$ cat src/rtl/fcs_pkg.sv
`timescale 1ns/1ps
// Shared constants and types for the flash command staging block.
// Assumes a 32-bit register bus and byte offsets on a word grid.
package fcs_pkg;
    localparam int DW         = 32;
    localparam int OPC_W      = 8;
    localparam int OPT_W      = 9;
    localparam int BANK_W     = 6;
    localparam int ID_W       = 16;
    localparam int ALIGN_BITS = 9;
    localparam logic [BANK_W-1:0] BANK_AUTO = 6'h3F;

    localparam int OFS_OPC    = 'h00;
    localparam int OFS_BANK   = 'h04;
    localparam int OFS_OPT    = 'h08;
    localparam int OFS_DADDR  = 'h0C;
    localparam int OFS_DCNT   = 'h10;
    localparam int OFS_COL    = 'h14;
    localparam int OFS_ROW    = 'h18;
    localparam int OFS_DCOL   = 'h1C;
    localparam int OFS_DROW   = 'h20;
    localparam int OFS_ID     = 'h24;
    localparam int OFS_ISSUE  = 'h28;
    localparam int OFS_STAT   = 'h2C;
    localparam int OFS_CHOSEN = 'h30;

    // Command body carried from staging to dispatch (bank kept separately).
    typedef struct packed {
        logic [OPC_W-1:0] opcode;
        logic [OPT_W-1:0] opts;
        logic [DW-1:0]    dma_addr;
        logic [DW-1:0]    dma_cnt;
        logic [DW-1:0]    col;
        logic [DW-1:0]    row;
        logic [DW-1:0]    dst_col;
        logic [DW-1:0]    dst_row;
    } cmd_t;
endpackage

$ cat src/rtl/flash_cmd_regs.sv
`timescale 1ns/1ps
// Staging register file: holds the command being prepared by software,
// decodes the issue strobe and muxes all readable registers.
// Assumes single-cycle writes; reads are combinational.
module flash_cmd_regs
    import fcs_pkg::*;
#(
    parameter int ADDR_W = 12,
    parameter int BIDX_W = 3
) (
    input  logic               clk,
    input  logic               rst_n,
    input  logic               wr_en,
    input  logic [ADDR_W-1:0]  wr_addr,
    input  logic [DW-1:0]      wr_data,
    input  logic [ADDR_W-1:0]  rd_addr,
    output logic [DW-1:0]      rd_data,
    input  logic               slot_busy,
    input  logic               overflow,
    input  logic [ID_W-1:0]    cmd_id,
    input  logic [BIDX_W-1:0]  chosen_bank,
    output cmd_t               staged,
    output logic [BANK_W-1:0]  staged_bank,
    output logic               issue_stb
);
    localparam logic [ALIGN_BITS-1:0] ZERO_LOW = '0;

    logic [DW-1:0] aligned_data;
    assign aligned_data = {wr_data[DW-1:ALIGN_BITS], ZERO_LOW};
    assign issue_stb    = wr_en && (wr_addr == ADDR_W'(OFS_ISSUE));

    // Capture software writes into the staging registers.
    always_ff @(posedge clk) begin
        if (!rst_n) begin
            staged      <= '0;
            staged_bank <= '0;
        end else if (wr_en) begin
            case (wr_addr)
                ADDR_W'(OFS_OPC):   staged.opcode   <= wr_data[OPC_W-1:0];
                ADDR_W'(OFS_BANK):  staged_bank     <= wr_data[BANK_W-1:0];
                ADDR_W'(OFS_OPT):   staged.opts     <= wr_data[OPT_W-1:0];
                ADDR_W'(OFS_DADDR): staged.dma_addr <= aligned_data;
                ADDR_W'(OFS_DCNT):  staged.dma_cnt  <= aligned_data;
                ADDR_W'(OFS_COL):   staged.col      <= aligned_data;
                ADDR_W'(OFS_ROW):   staged.row      <= wr_data;
                ADDR_W'(OFS_DCOL):  staged.dst_col  <= aligned_data;
                ADDR_W'(OFS_DROW):  staged.dst_row  <= wr_data;
                default: ;
            endcase
        end
    end

    // Select the register addressed by the read port.
    always_comb begin
        case (rd_addr)
            ADDR_W'(OFS_OPC):    rd_data = {{(DW-OPC_W){1'b0}}, staged.opcode};
            ADDR_W'(OFS_BANK):   rd_data = {{(DW-BANK_W){1'b0}}, staged_bank};
            ADDR_W'(OFS_OPT):    rd_data = {{(DW-OPT_W){1'b0}}, staged.opts};
            ADDR_W'(OFS_DADDR):  rd_data = staged.dma_addr;
            ADDR_W'(OFS_DCNT):   rd_data = staged.dma_cnt;
            ADDR_W'(OFS_COL):    rd_data = staged.col;
            ADDR_W'(OFS_ROW):    rd_data = staged.row;
            ADDR_W'(OFS_DCOL):   rd_data = staged.dst_col;
            ADDR_W'(OFS_DROW):   rd_data = staged.dst_row;
            ADDR_W'(OFS_ID):     rd_data = {{(DW-ID_W){1'b0}}, cmd_id};
            ADDR_W'(OFS_STAT):   rd_data = {{(DW-2){1'b0}}, overflow, slot_busy};
            ADDR_W'(OFS_CHOSEN): rd_data = {{(DW-BIDX_W){1'b0}}, chosen_bank};
            default:             rd_data = '0;
        endcase
    end
endmodule

$ cat src/rtl/flash_bank_pick.sv
`timescale 1ns/1ps
// Fixed-priority picker: finds the lowest-numbered idle bank.
// Assumes NUM_BANKS >= 2; purely combinational apart from its checks.
module flash_bank_pick #(
    parameter int NUM_BANKS = 8,
    parameter int BIDX_W    = 3
) (
    input  logic                 clk,
    input  logic                 rst_n,
    input  logic [NUM_BANKS-1:0] idle,
    output logic                 found,
    output logic [BIDX_W-1:0]    idx
);
    logic [NUM_BANKS:0]   seen;
    logic [NUM_BANKS-1:0] grant;

    assign seen[0] = 1'b0;
    for (genvar g = 0; g < NUM_BANKS; g++) begin : g_chain
        assign seen[g+1] = seen[g] | idle[g];
        assign grant[g]  = idle[g] & ~seen[g];
    end
    assign found = seen[NUM_BANKS];

    // Encode the single granted bank into an index.
    always_comb begin
        idx = '0;
        for (int i = 0; i < NUM_BANKS; i++) begin
            if (grant[i]) idx = BIDX_W'(i);
        end
    end


    pick_grant_onehot_chk: assert property (@(posedge clk) disable iff (!rst_n)
        $onehot0(grant));

    pick_lowest_chk: assert property (@(posedge clk) disable iff (!rst_n)
        found |-> idle[idx] && ((idle & ((NUM_BANKS'(1) << idx) - 1'b1)) == '0));
endmodule

$ cat src/rtl/flash_cmd_slot.sv
`timescale 1ns/1ps
// One-entry waiting slot: accepts an issued command when empty, tags it
// with a sequence ID, waits for its bank (or any bank in autoselect) and
// emits a one-cycle dispatch. Assumes the picker sees the live idle vector.
module flash_cmd_slot
    import fcs_pkg::*;
#(
    parameter int NUM_BANKS = 8,
    parameter int BIDX_W    = 3
) (
    input  logic                 clk,
    input  logic                 rst_n,
    input  logic                 issue_stb,
    input  cmd_t                 staged,
    input  logic [BANK_W-1:0]    staged_bank,
    input  logic [NUM_BANKS-1:0] bank_idle,
    input  logic                 pick_found,
    input  logic [BIDX_W-1:0]    pick_idx,
    output logic                 busy,
    output logic                 overflow,
    output logic [ID_W-1:0]      last_id,
    output logic [BIDX_W-1:0]    chosen_bank,
    output logic                 dsp_valid,
    output logic [BIDX_W-1:0]    dsp_bank,
    output cmd_t                 dsp_cmd,
    output logic [ID_W-1:0]      dsp_id
);
    cmd_t              held;
    logic [BANK_W-1:0] held_bank;
    logic [ID_W-1:0]   held_id;
    logic              is_auto;
    logic [BIDX_W-1:0] fixed_idx;
    logic              ready;
    logic [BIDX_W-1:0] tgt;

    assign is_auto   = (held_bank == BANK_AUTO);
    assign fixed_idx = held_bank[BIDX_W-1:0];
    assign ready     = busy && (is_auto ? pick_found : bank_idle[fixed_idx]);
    assign tgt       = is_auto ? pick_idx : fixed_idx;

    // Accept, hold and release commands; track ID and overflow.
    always_ff @(posedge clk) begin
        if (!rst_n) begin
            busy        <= 1'b0;
            overflow    <= 1'b0;
            last_id     <= '0;
            held        <= '0;
            held_bank   <= '0;
            held_id     <= '0;
            chosen_bank <= '0;
            dsp_valid   <= 1'b0;
            dsp_bank    <= '0;
            dsp_cmd     <= '0;
            dsp_id      <= '0;
        end else begin
            dsp_valid <= 1'b0;
            if (ready) begin
                busy        <= 1'b0;
                dsp_valid   <= 1'b1;
                dsp_bank    <= tgt;
                chosen_bank <= tgt;
                dsp_cmd     <= held;
                dsp_id      <= held_id;
            end
            if (issue_stb) begin
                if (busy) begin
                    overflow <= 1'b1;
                end else begin
                    busy      <= 1'b1;
                    held      <= staged;
                    held_bank <= staged_bank;
                    held_id   <= last_id + 1'b1;
                    last_id   <= last_id + 1'b1;
                end
            end
        end
    end


    accept_id_chk: assert property (@(posedge clk) disable iff (!rst_n)
        (issue_stb && !busy) |=> busy && last_id == $past(last_id) + 1'b1);

    wait_fixed_chk: assert property (@(posedge clk) disable iff (!rst_n)
        (busy && !is_auto && !bank_idle[fixed_idx]) |=> busy && !dsp_valid);

    overflow_sticky_chk: assert property (@(posedge clk) disable iff (!rst_n)
        overflow |=> overflow);

    drop_keeps_slot_chk: assert property (@(posedge clk) disable iff (!rst_n)
        (issue_stb && busy) |=> overflow && $stable(last_id) && held == $past(held));

    dsp_pulse_chk: assert property (@(posedge clk) disable iff (!rst_n)
        dsp_valid |=> !dsp_valid);

    dsp_frees_slot_chk: assert property (@(posedge clk) disable iff (!rst_n)
        dsp_valid |-> !busy);
endmodule

$ cat src/rtl/flash_cmd_stage.sv
`timescale 1ns/1ps
// Top of the flash command staging and dispatch block: staging registers,
// waiting slot and lowest-idle bank picker. Assumes bank_idle is
// synchronous to clk.
module flash_cmd_stage
    import fcs_pkg::*;
#(
    parameter int NUM_BANKS = 8,
    parameter int ADDR_W    = 12,
    localparam int BIDX_W   = $clog2(NUM_BANKS)
) (
    input  logic                 clk,
    input  logic                 rst_n,
    input  logic                 reg_wr_en,
    input  logic [ADDR_W-1:0]    reg_wr_addr,
    input  logic [31:0]          reg_wr_data,
    input  logic [ADDR_W-1:0]    reg_rd_addr,
    output logic [31:0]          reg_rd_data,
    input  logic [NUM_BANKS-1:0] bank_idle,
    output logic                 dsp_valid,
    output logic [BIDX_W-1:0]    dsp_bank,
    output logic [7:0]           dsp_opcode,
    output logic [8:0]           dsp_opts,
    output logic [31:0]          dsp_dma_addr,
    output logic [31:0]          dsp_dma_cnt,
    output logic [31:0]          dsp_col,
    output logic [31:0]          dsp_row,
    output logic [31:0]          dsp_dst_col,
    output logic [31:0]          dsp_dst_row,
    output logic [15:0]          dsp_id
);
    cmd_t              staged;
    cmd_t              dsp_cmd;
    logic [BANK_W-1:0] staged_bank;
    logic              issue_stb;
    logic              busy;
    logic              overflow;
    logic [ID_W-1:0]   last_id;
    logic [BIDX_W-1:0] chosen_bank;
    logic              pick_found;
    logic [BIDX_W-1:0] pick_idx;

    flash_cmd_regs #(.ADDR_W(ADDR_W), .BIDX_W(BIDX_W)) u_regs (
        .clk(clk), .rst_n(rst_n),
        .wr_en(reg_wr_en), .wr_addr(reg_wr_addr), .wr_data(reg_wr_data),
        .rd_addr(reg_rd_addr), .rd_data(reg_rd_data),
        .slot_busy(busy), .overflow(overflow), .cmd_id(last_id),
        .chosen_bank(chosen_bank),
        .staged(staged), .staged_bank(staged_bank), .issue_stb(issue_stb)
    );

    flash_bank_pick #(.NUM_BANKS(NUM_BANKS), .BIDX_W(BIDX_W)) u_pick (
        .clk(clk), .rst_n(rst_n), .idle(bank_idle),
        .found(pick_found), .idx(pick_idx)
    );

    flash_cmd_slot #(.NUM_BANKS(NUM_BANKS), .BIDX_W(BIDX_W)) u_slot (
        .clk(clk), .rst_n(rst_n),
        .issue_stb(issue_stb), .staged(staged), .staged_bank(staged_bank),
        .bank_idle(bank_idle), .pick_found(pick_found), .pick_idx(pick_idx),
        .busy(busy), .overflow(overflow), .last_id(last_id),
        .chosen_bank(chosen_bank),
        .dsp_valid(dsp_valid), .dsp_bank(dsp_bank),
        .dsp_cmd(dsp_cmd), .dsp_id(dsp_id)
    );

    assign dsp_opcode   = dsp_cmd.opcode;
    assign dsp_opts     = dsp_cmd.opts;
    assign dsp_dma_addr = dsp_cmd.dma_addr;
    assign dsp_dma_cnt  = dsp_cmd.dma_cnt;
    assign dsp_col      = dsp_cmd.col;
    assign dsp_row      = dsp_cmd.row;
    assign dsp_dst_col  = dsp_cmd.dst_col;
    assign dsp_dst_row  = dsp_cmd.dst_row;
endmodule

$ cat config.mk
export PLATFORM = sky130hd
export DESIGN_NAME = flash_cmd_stage
export DESIGN_NICKNAME = d
export VERILOG_FILES = /design/src/rtl/fcs_pkg.sv /design/src/rtl/flash_cmd_regs.sv /design/src/rtl/flash_bank_pick.sv /design/src/rtl/flash_cmd_slot.sv /design/src/rtl/flash_cmd_stage.sv
export SDC_FILE = /design/constraint.sdc
export NUM_CORES = 1
export LEC_CHECK = 0
export BUFFER_PORTS_ARGS = -buffer_cell sky130_fd_sc_hd__buf_2
export CAP_MARGIN = 20
export CORE_ASPECT_RATIO = 0.7
export CORE_MARGIN = 5
export CORE_UTILIZATION = 57
export DETAILED_ROUTE_END_ITERATION = 8
export PLACE_DENSITY = 0.88
export SYNTH_ARGS = -nofsm -noshare
export SYNTH_HDL_FRONTEND = slang
export SYNTH_SLANG_ARGS = --single-unit
$ cat constraint.sdc
create_clock -name clk -period 2.2 [get_ports clk]
set_input_delay 0.22 -clock clk [delete_from_list [all_inputs] [get_ports clk]]
set_output_delay 0.22 -clock clk [all_outputs]
set_load 0.02 [all_outputs]
# Word level (Yosys, flattened, before mapping)
# Index checks and enable logic that the tools add are counted.
# op_classes
div	0
n_mux	16
reduce_logical	15
eq_ne	21
bitwise	22
shifts	0
n_addsub	1
mul	0
magnitude_cmp	1
# ops
cell	n
32-bit case mux with 12 select lines	1
12-bit by 5-bit equality test with 1-bit output, second input constant	8
12-bit by 6-bit equality test with 1-bit output, second input constant	6
12-bit by 4-bit equality test with 1-bit output, second input constant	4
12-bit by 3-bit equality test with 1-bit output, second input constant	2
12-bit zero test	2
2-bit AND reduction	11
3-bit two-way mux	7
16-bit by 1-bit adder with 16-bit output, second input constant	1
1-bit NOT	8
1-bit bitwise AND	7
1-bit two-way mux	7
1-bit bitwise OR	7
6-bit equality test, second input constant	1
3-bit by 4-bit < comparator with 1-bit output, second input constant	1
1-bit binary-select mux with 3-bit select	1
1-bit logical AND	2
# word_totals
ram_bits	0
latchBits	0
reg_bits	569
mem_bits_ro	0
output_inout_bits	261
elab_cells	108
n_memories	0

# Longest topological paths before layout
# depth
depth_word	12
depth_mapped	9
depth_no_buf	5

# By module
# Synthesis repeated with hierarchy kept, for this count alone.
# hier_totals
hier_cells	2947
hier_area_um2	25966.2
# by_module_without_submodules
mod	cells_per_inst	area_each_um2	instances	seq_area_each_um2
flash_cmd_slot	2030	17271.6	1	9248.9
flash_cmd_regs	903	8612.0	1	3583.4
flash_bank_pick	14	82.6	1	0.0

# Least setup slack after synthesis
# No wires, ideal clock.
# synth_path
path_type	input port to output port
startpoint	input reg_rd_addr[3]
endpoint	output reg_rd_data[16]
arrival_ps	2023
required_time_ps	1980
slack_ps	-43
stages	6
n_path_buf	2
cell_sequence	buf_2 -> or3b_2 -> nor2_1 -> buf_2 -> a22oi_1 -> o21ai_0
# synth_via
elab_chain_cells	2
# synth_rtl
item	line_no	text
start, declared	flash_cmd_stage.sv:17	input logic [ADDR_W-1:0] reg_rd_addr,
12-bit by 6-bit equality test with 1-bit output, or another cell as far along	flash_cmd_regs.sv:55	case (rd_addr)
32-bit case mux with 12 select lines (*)	flash_cmd_regs.sv:55	
end, declared	flash_cmd_stage.sv:18	output logic [31:0] reg_rd_data,
# Mark *: on every way between the ends. The rest lies on a longest branch, timed or not.

# Final worst setup path
# layout_path
startpoint	register u_regs.staged[49] (netlist name)
endpoint	output reg_rd_data[17]
# layout_via
elab_chain_cells	1
# layout_rtl
item	line_no
32-bit case mux with 12 select lines	flash_cmd_regs.sv:55
# Every way passes these cells.

==> impl_metrics.env <==
export IMPL_status="finished, violations left"
export IMPL_violations="negative setup slack"
export IMPL_dpl_hpwl_um=52700
export IMPL_reg2regPathDepth=6
export IMPL_route_vias_total=22187
export IMPL_io_pins=328
export IMPL_ys_warn_count=0
export IMPL_layout_drive_gt1_share_pct=20.5
export IMPL_synthArstFlopShare_pct=0
export IMPL_reg2reg_slack_ns=0
export IMPL_min_period_over_period_pct=108
export IMPL_fin_area_um2=27100
export IMPL_seq_area_um2=11500
export IMPL_grt_busiest_layer="met2"
export IMPL_cp_arrival_ns=2.16
export IMPL_grt_usage_pct=34.4
export IMPL_ir_drop_uv=550
export IMPL_fmax_mhz=420
export IMPL_grt_pass1_wl_um=118000
export IMPL_placed_area_um2=24300
export IMPL_power_leakage_nw=10.1
export IMPL_grt_pass1_vias=20388
export IMPL_setup_viol=19
export IMPL_grt_met2_usage_pct=50.2
export IMPL_yosysTopAreaCellShare_pct=51.2
export IMPL_start_util_pct=57.8
export IMPL_worst_pin_slew_ns=0.763
export IMPL_antenna_found_initial=7
export IMPL_finalHoldViolCount=0
export IMPL_clock_skew_ns=0.0203
export IMPL_yosys_register_bits=569
export IMPL_path_class="register to primary output"
export IMPL_first_pass_iters=8
export IMPL_die_w_um=246
export IMPL_rsz0062_at_grt="yes"
export IMPL_clk_path_buf_depth=3
export IMPL_port_buffer_count=291
export IMPL_yosysUniqueCellTypes=57
export IMPL_reg2reg_to="u_slot.dsp_cmd[92]"
export IMPL_hp_start="reg_wr_data[14]"
export IMPL_gp_congestion=1.01
export IMPL_worstHoldPathType="input pin to register"
export IMPL_maxCapViolations=0
export IMPL_wire_per_inst_um=21.7
export IMPL_core_area_um2=38500
export IMPL_endpoint_kind="primary output"
export IMPL_yosysTopAreaCell="dfxtp_1"
export IMPL_relSlewSlack_pct=49.1
export IMPL_synth_edf_count=0
export IMPL_slowest_stage="a222oi_1"
export IMPL_finalNetCount=3138
export IMPL_preCtsSetupSlack_ns=-0.0597
export IMPL_clkSinkCount=569
export IMPL_vias_per_cell=6.09
export IMPL_synth_top_flop_cell="dfxtp_1"
export IMPL_gr_total_overflow=0
export IMPL_synthTopCellsByArea="dfxtp_1 (51%), nand2_1 (16%), a21oi_1 (8.3%), nand3_1 (4.6%), o21ai_1 (2.7%)"
export IMPL_multi_input_area_um2=9750
export IMPL_worstPathRequired_ns=1.98
export IMPL_area_growth_synth_to_final_pct=21.6
export IMPL_cp_max_fo=2
export IMPL_critPathMaxStageDelay_ns=0.42
export IMPL_use_met3_pct=10.6
export IMPL_min_to="u_regs.staged[174]"
export IMPL_n_fill_cell=2800
export IMPL_crit_reg2reg_launch="u_slot.held_bank[2]"
export IMPL_worstHoldPathCells=3
export IMPL_yosysSeqAreaShare_pct=51.2
export IMPL_ys_top_cells_by_count="nand2_1 (923), dfxtp_1 (569), a21oi_1 (371)"
export IMPL_netlist_area_um2=22200
export IMPL_clk_latency_ns=0.58
export IMPL_cts_tree="built"
export IMPL_drt_iter0_drc=3505
export IMPL_wirelength_um=79200
export IMPL_grt_max_degree=141
export IMPL_cts_root_buffer="clkbuf_16"
export IMPL_cp_start_kind="register"
export IMPL_drc=0
export IMPL_dieArea_um2=43100
export IMPL_clk_pin_slew_ns=0.07
export IMPL_yosysMostFrequentCell="nand2_1"
export IMPL_postSynthCellCount=2799
export IMPL_avgSynthCellArea_um2=7.95
export IMPL_core_rowCount=60
export IMPL_p_per_area_nw_per_um2=765
export IMPL_numCtsBuffers=50
export IMPL_die_height_um=175
export IMPL_path_cells="mux2_2 > a222oi_1 > nor2_1 > a221o_1 > buf_6"
export IMPL_finalMaxSlewViolations=0
export IMPL_grtUsageMet1_pct=48.8
export IMPL_ant_nets=0
export IMPL_finalWorstSetupSlack_ns=-0.182
export IMPL_finalCriticalPeriod_ns=2.38
export IMPL_ctsHtreeMaxLevel=2
-- layout by cell type, fill, tap and decap left out, types with 11 or more instances in the layout --
master and count:
conb_1 36, a21oi_1 366, nor2_1 46, buf_6 19
nand2_1 923, nand3_1 205, dfxtp_2 40, clkinv_2 11
mux2_2 31, buf_12 36, clkbuf_16 51, buf_4 95
dfxtp_1 519, o21ai_0 76, buf_2 268, a221o_1 16
o21ai_1 123, nor4_1 14, dlygate4sd3_1 30, a222oi_1 20
-- timing repair --
item | CTS | global route
gates resized for setup | 112 | 22
hold buffers | 30 | 0
cloned | 0 | 2
endpoints found under the setup margin | 112 | 202
endpoints found under the hold margin | 145 | 0
pin swaps | 38 | 15
buffers inserted | 26 | 7
-- through the flow --
step | utilization, % | setup TNS [ns] | power [W] | hold slack (ns) | instances
after floorplan | - | 0 | 0.0109 | 0.356 | 2834
after global placement | 63.2 | 0 | 0.0111 | 0.435 | 3486
after detailed placement | 63.2 | -0.910 | 0.0111 | 0.438 | 3486
after CTS | 69.8 | -0.886 | 0.0206 | 0.000329 | 3628
after global routing | 70.3 | -2.17 | 0.0211 | 0.0144 | 3641
final | 70.3 | -1.32 | 0.0207 | 0.0287 | 3643
-- registers in the layout, summed over array words and instances, names as in the netlist --
register            flops
u_slot.dsp_id          16
u_slot.held           173
u_regs.staged         173
u_slot.dsp_cmd        173
u_slot.overflow         1
u_slot.chosen_bank      3
u_slot.dsp_valid        1
u_slot.busy             1
u_slot.last_id         16
u_slot.held_bank        6
u_regs.staged_bank      6
-- cell families (layout without fill, tap and decap cells) --
group,count (synthesis),count (layout),share of synthesized area (%)
buf+inv,277,551,6.44
simple gates,1246,1246,23.3
other cells,1,42,0.0169
xor+xnor,10,10,0.394
compound gates,641,643,15.7
fa+ha+maj,1,1,0.0562
flops,569,569,51.2
mux,54,54,2.88
-- layout make-up --
class / count / area share (%)
timing repair buffer: 449 / 12.2
sequential: 569 / 42.4
tap: 527 / 2.44
clock buffer: 69 / 5.30
clock inverter: 23 / 1.38
multi-input combinational: 1990 / 36.0
inverter: 10 / 0.166
antenna: 6 / 0.0555
-- how the worst max path moves through the flow --
stage,start,endpoint,slack [ns],cells past startpoint
2_1_floorplan,reg_rd_addr[3],reg_rd_data[0],0.08,6
3_3_place_gp,u_slot.held_bank[0],u_slot.dsp_cmd[178],0.05,6
3_5_place_dp,u_slot.held_bank[0],u_slot.dsp_cmd[30],-0.06,6
4_1_cts,u_regs.staged[181],reg_rd_data[21],-0.13,5
5_1_grt,u_regs.staged[49],reg_rd_data[17],-0.23,5
6_report,u_regs.staged[49],reg_rd_data[17],-0.18,5
-- routing by layer --
metal	share of wire (%)	vias to the layer above	routed length (um)
li1	-	9902	-
met1	39	10354	30800
met2	42	1651	33400
met3	15	276	11700
met4	4.1	4	3240
met5	0.020	-	16
-- worst max-delay path: cells and delay by family (launching register included) --
family / cells / cell delay [ns]
AO/OA/AOI/OAI: 2 / 0.72
buffers and inverters: 1 / 0.14
flip-flops: 1 / 0.34
multiplexers: 1 / 0.28
AND/OR/NAND/NOR: 1 / 0.10
-- where the power goes --
part / total (W) / internal (W) / leakage [nW] / switching [W]
combinational: 0.000700 / 0.000186 / 4.55 / 0.000514
clock: 0.00973 / 0.00574 / 0.897 / 0.00399
sequential: 0.0103 / 0.0103 / 4.61 / 0.000000441
Note: power is estimated with default switching activity, not from simulation.
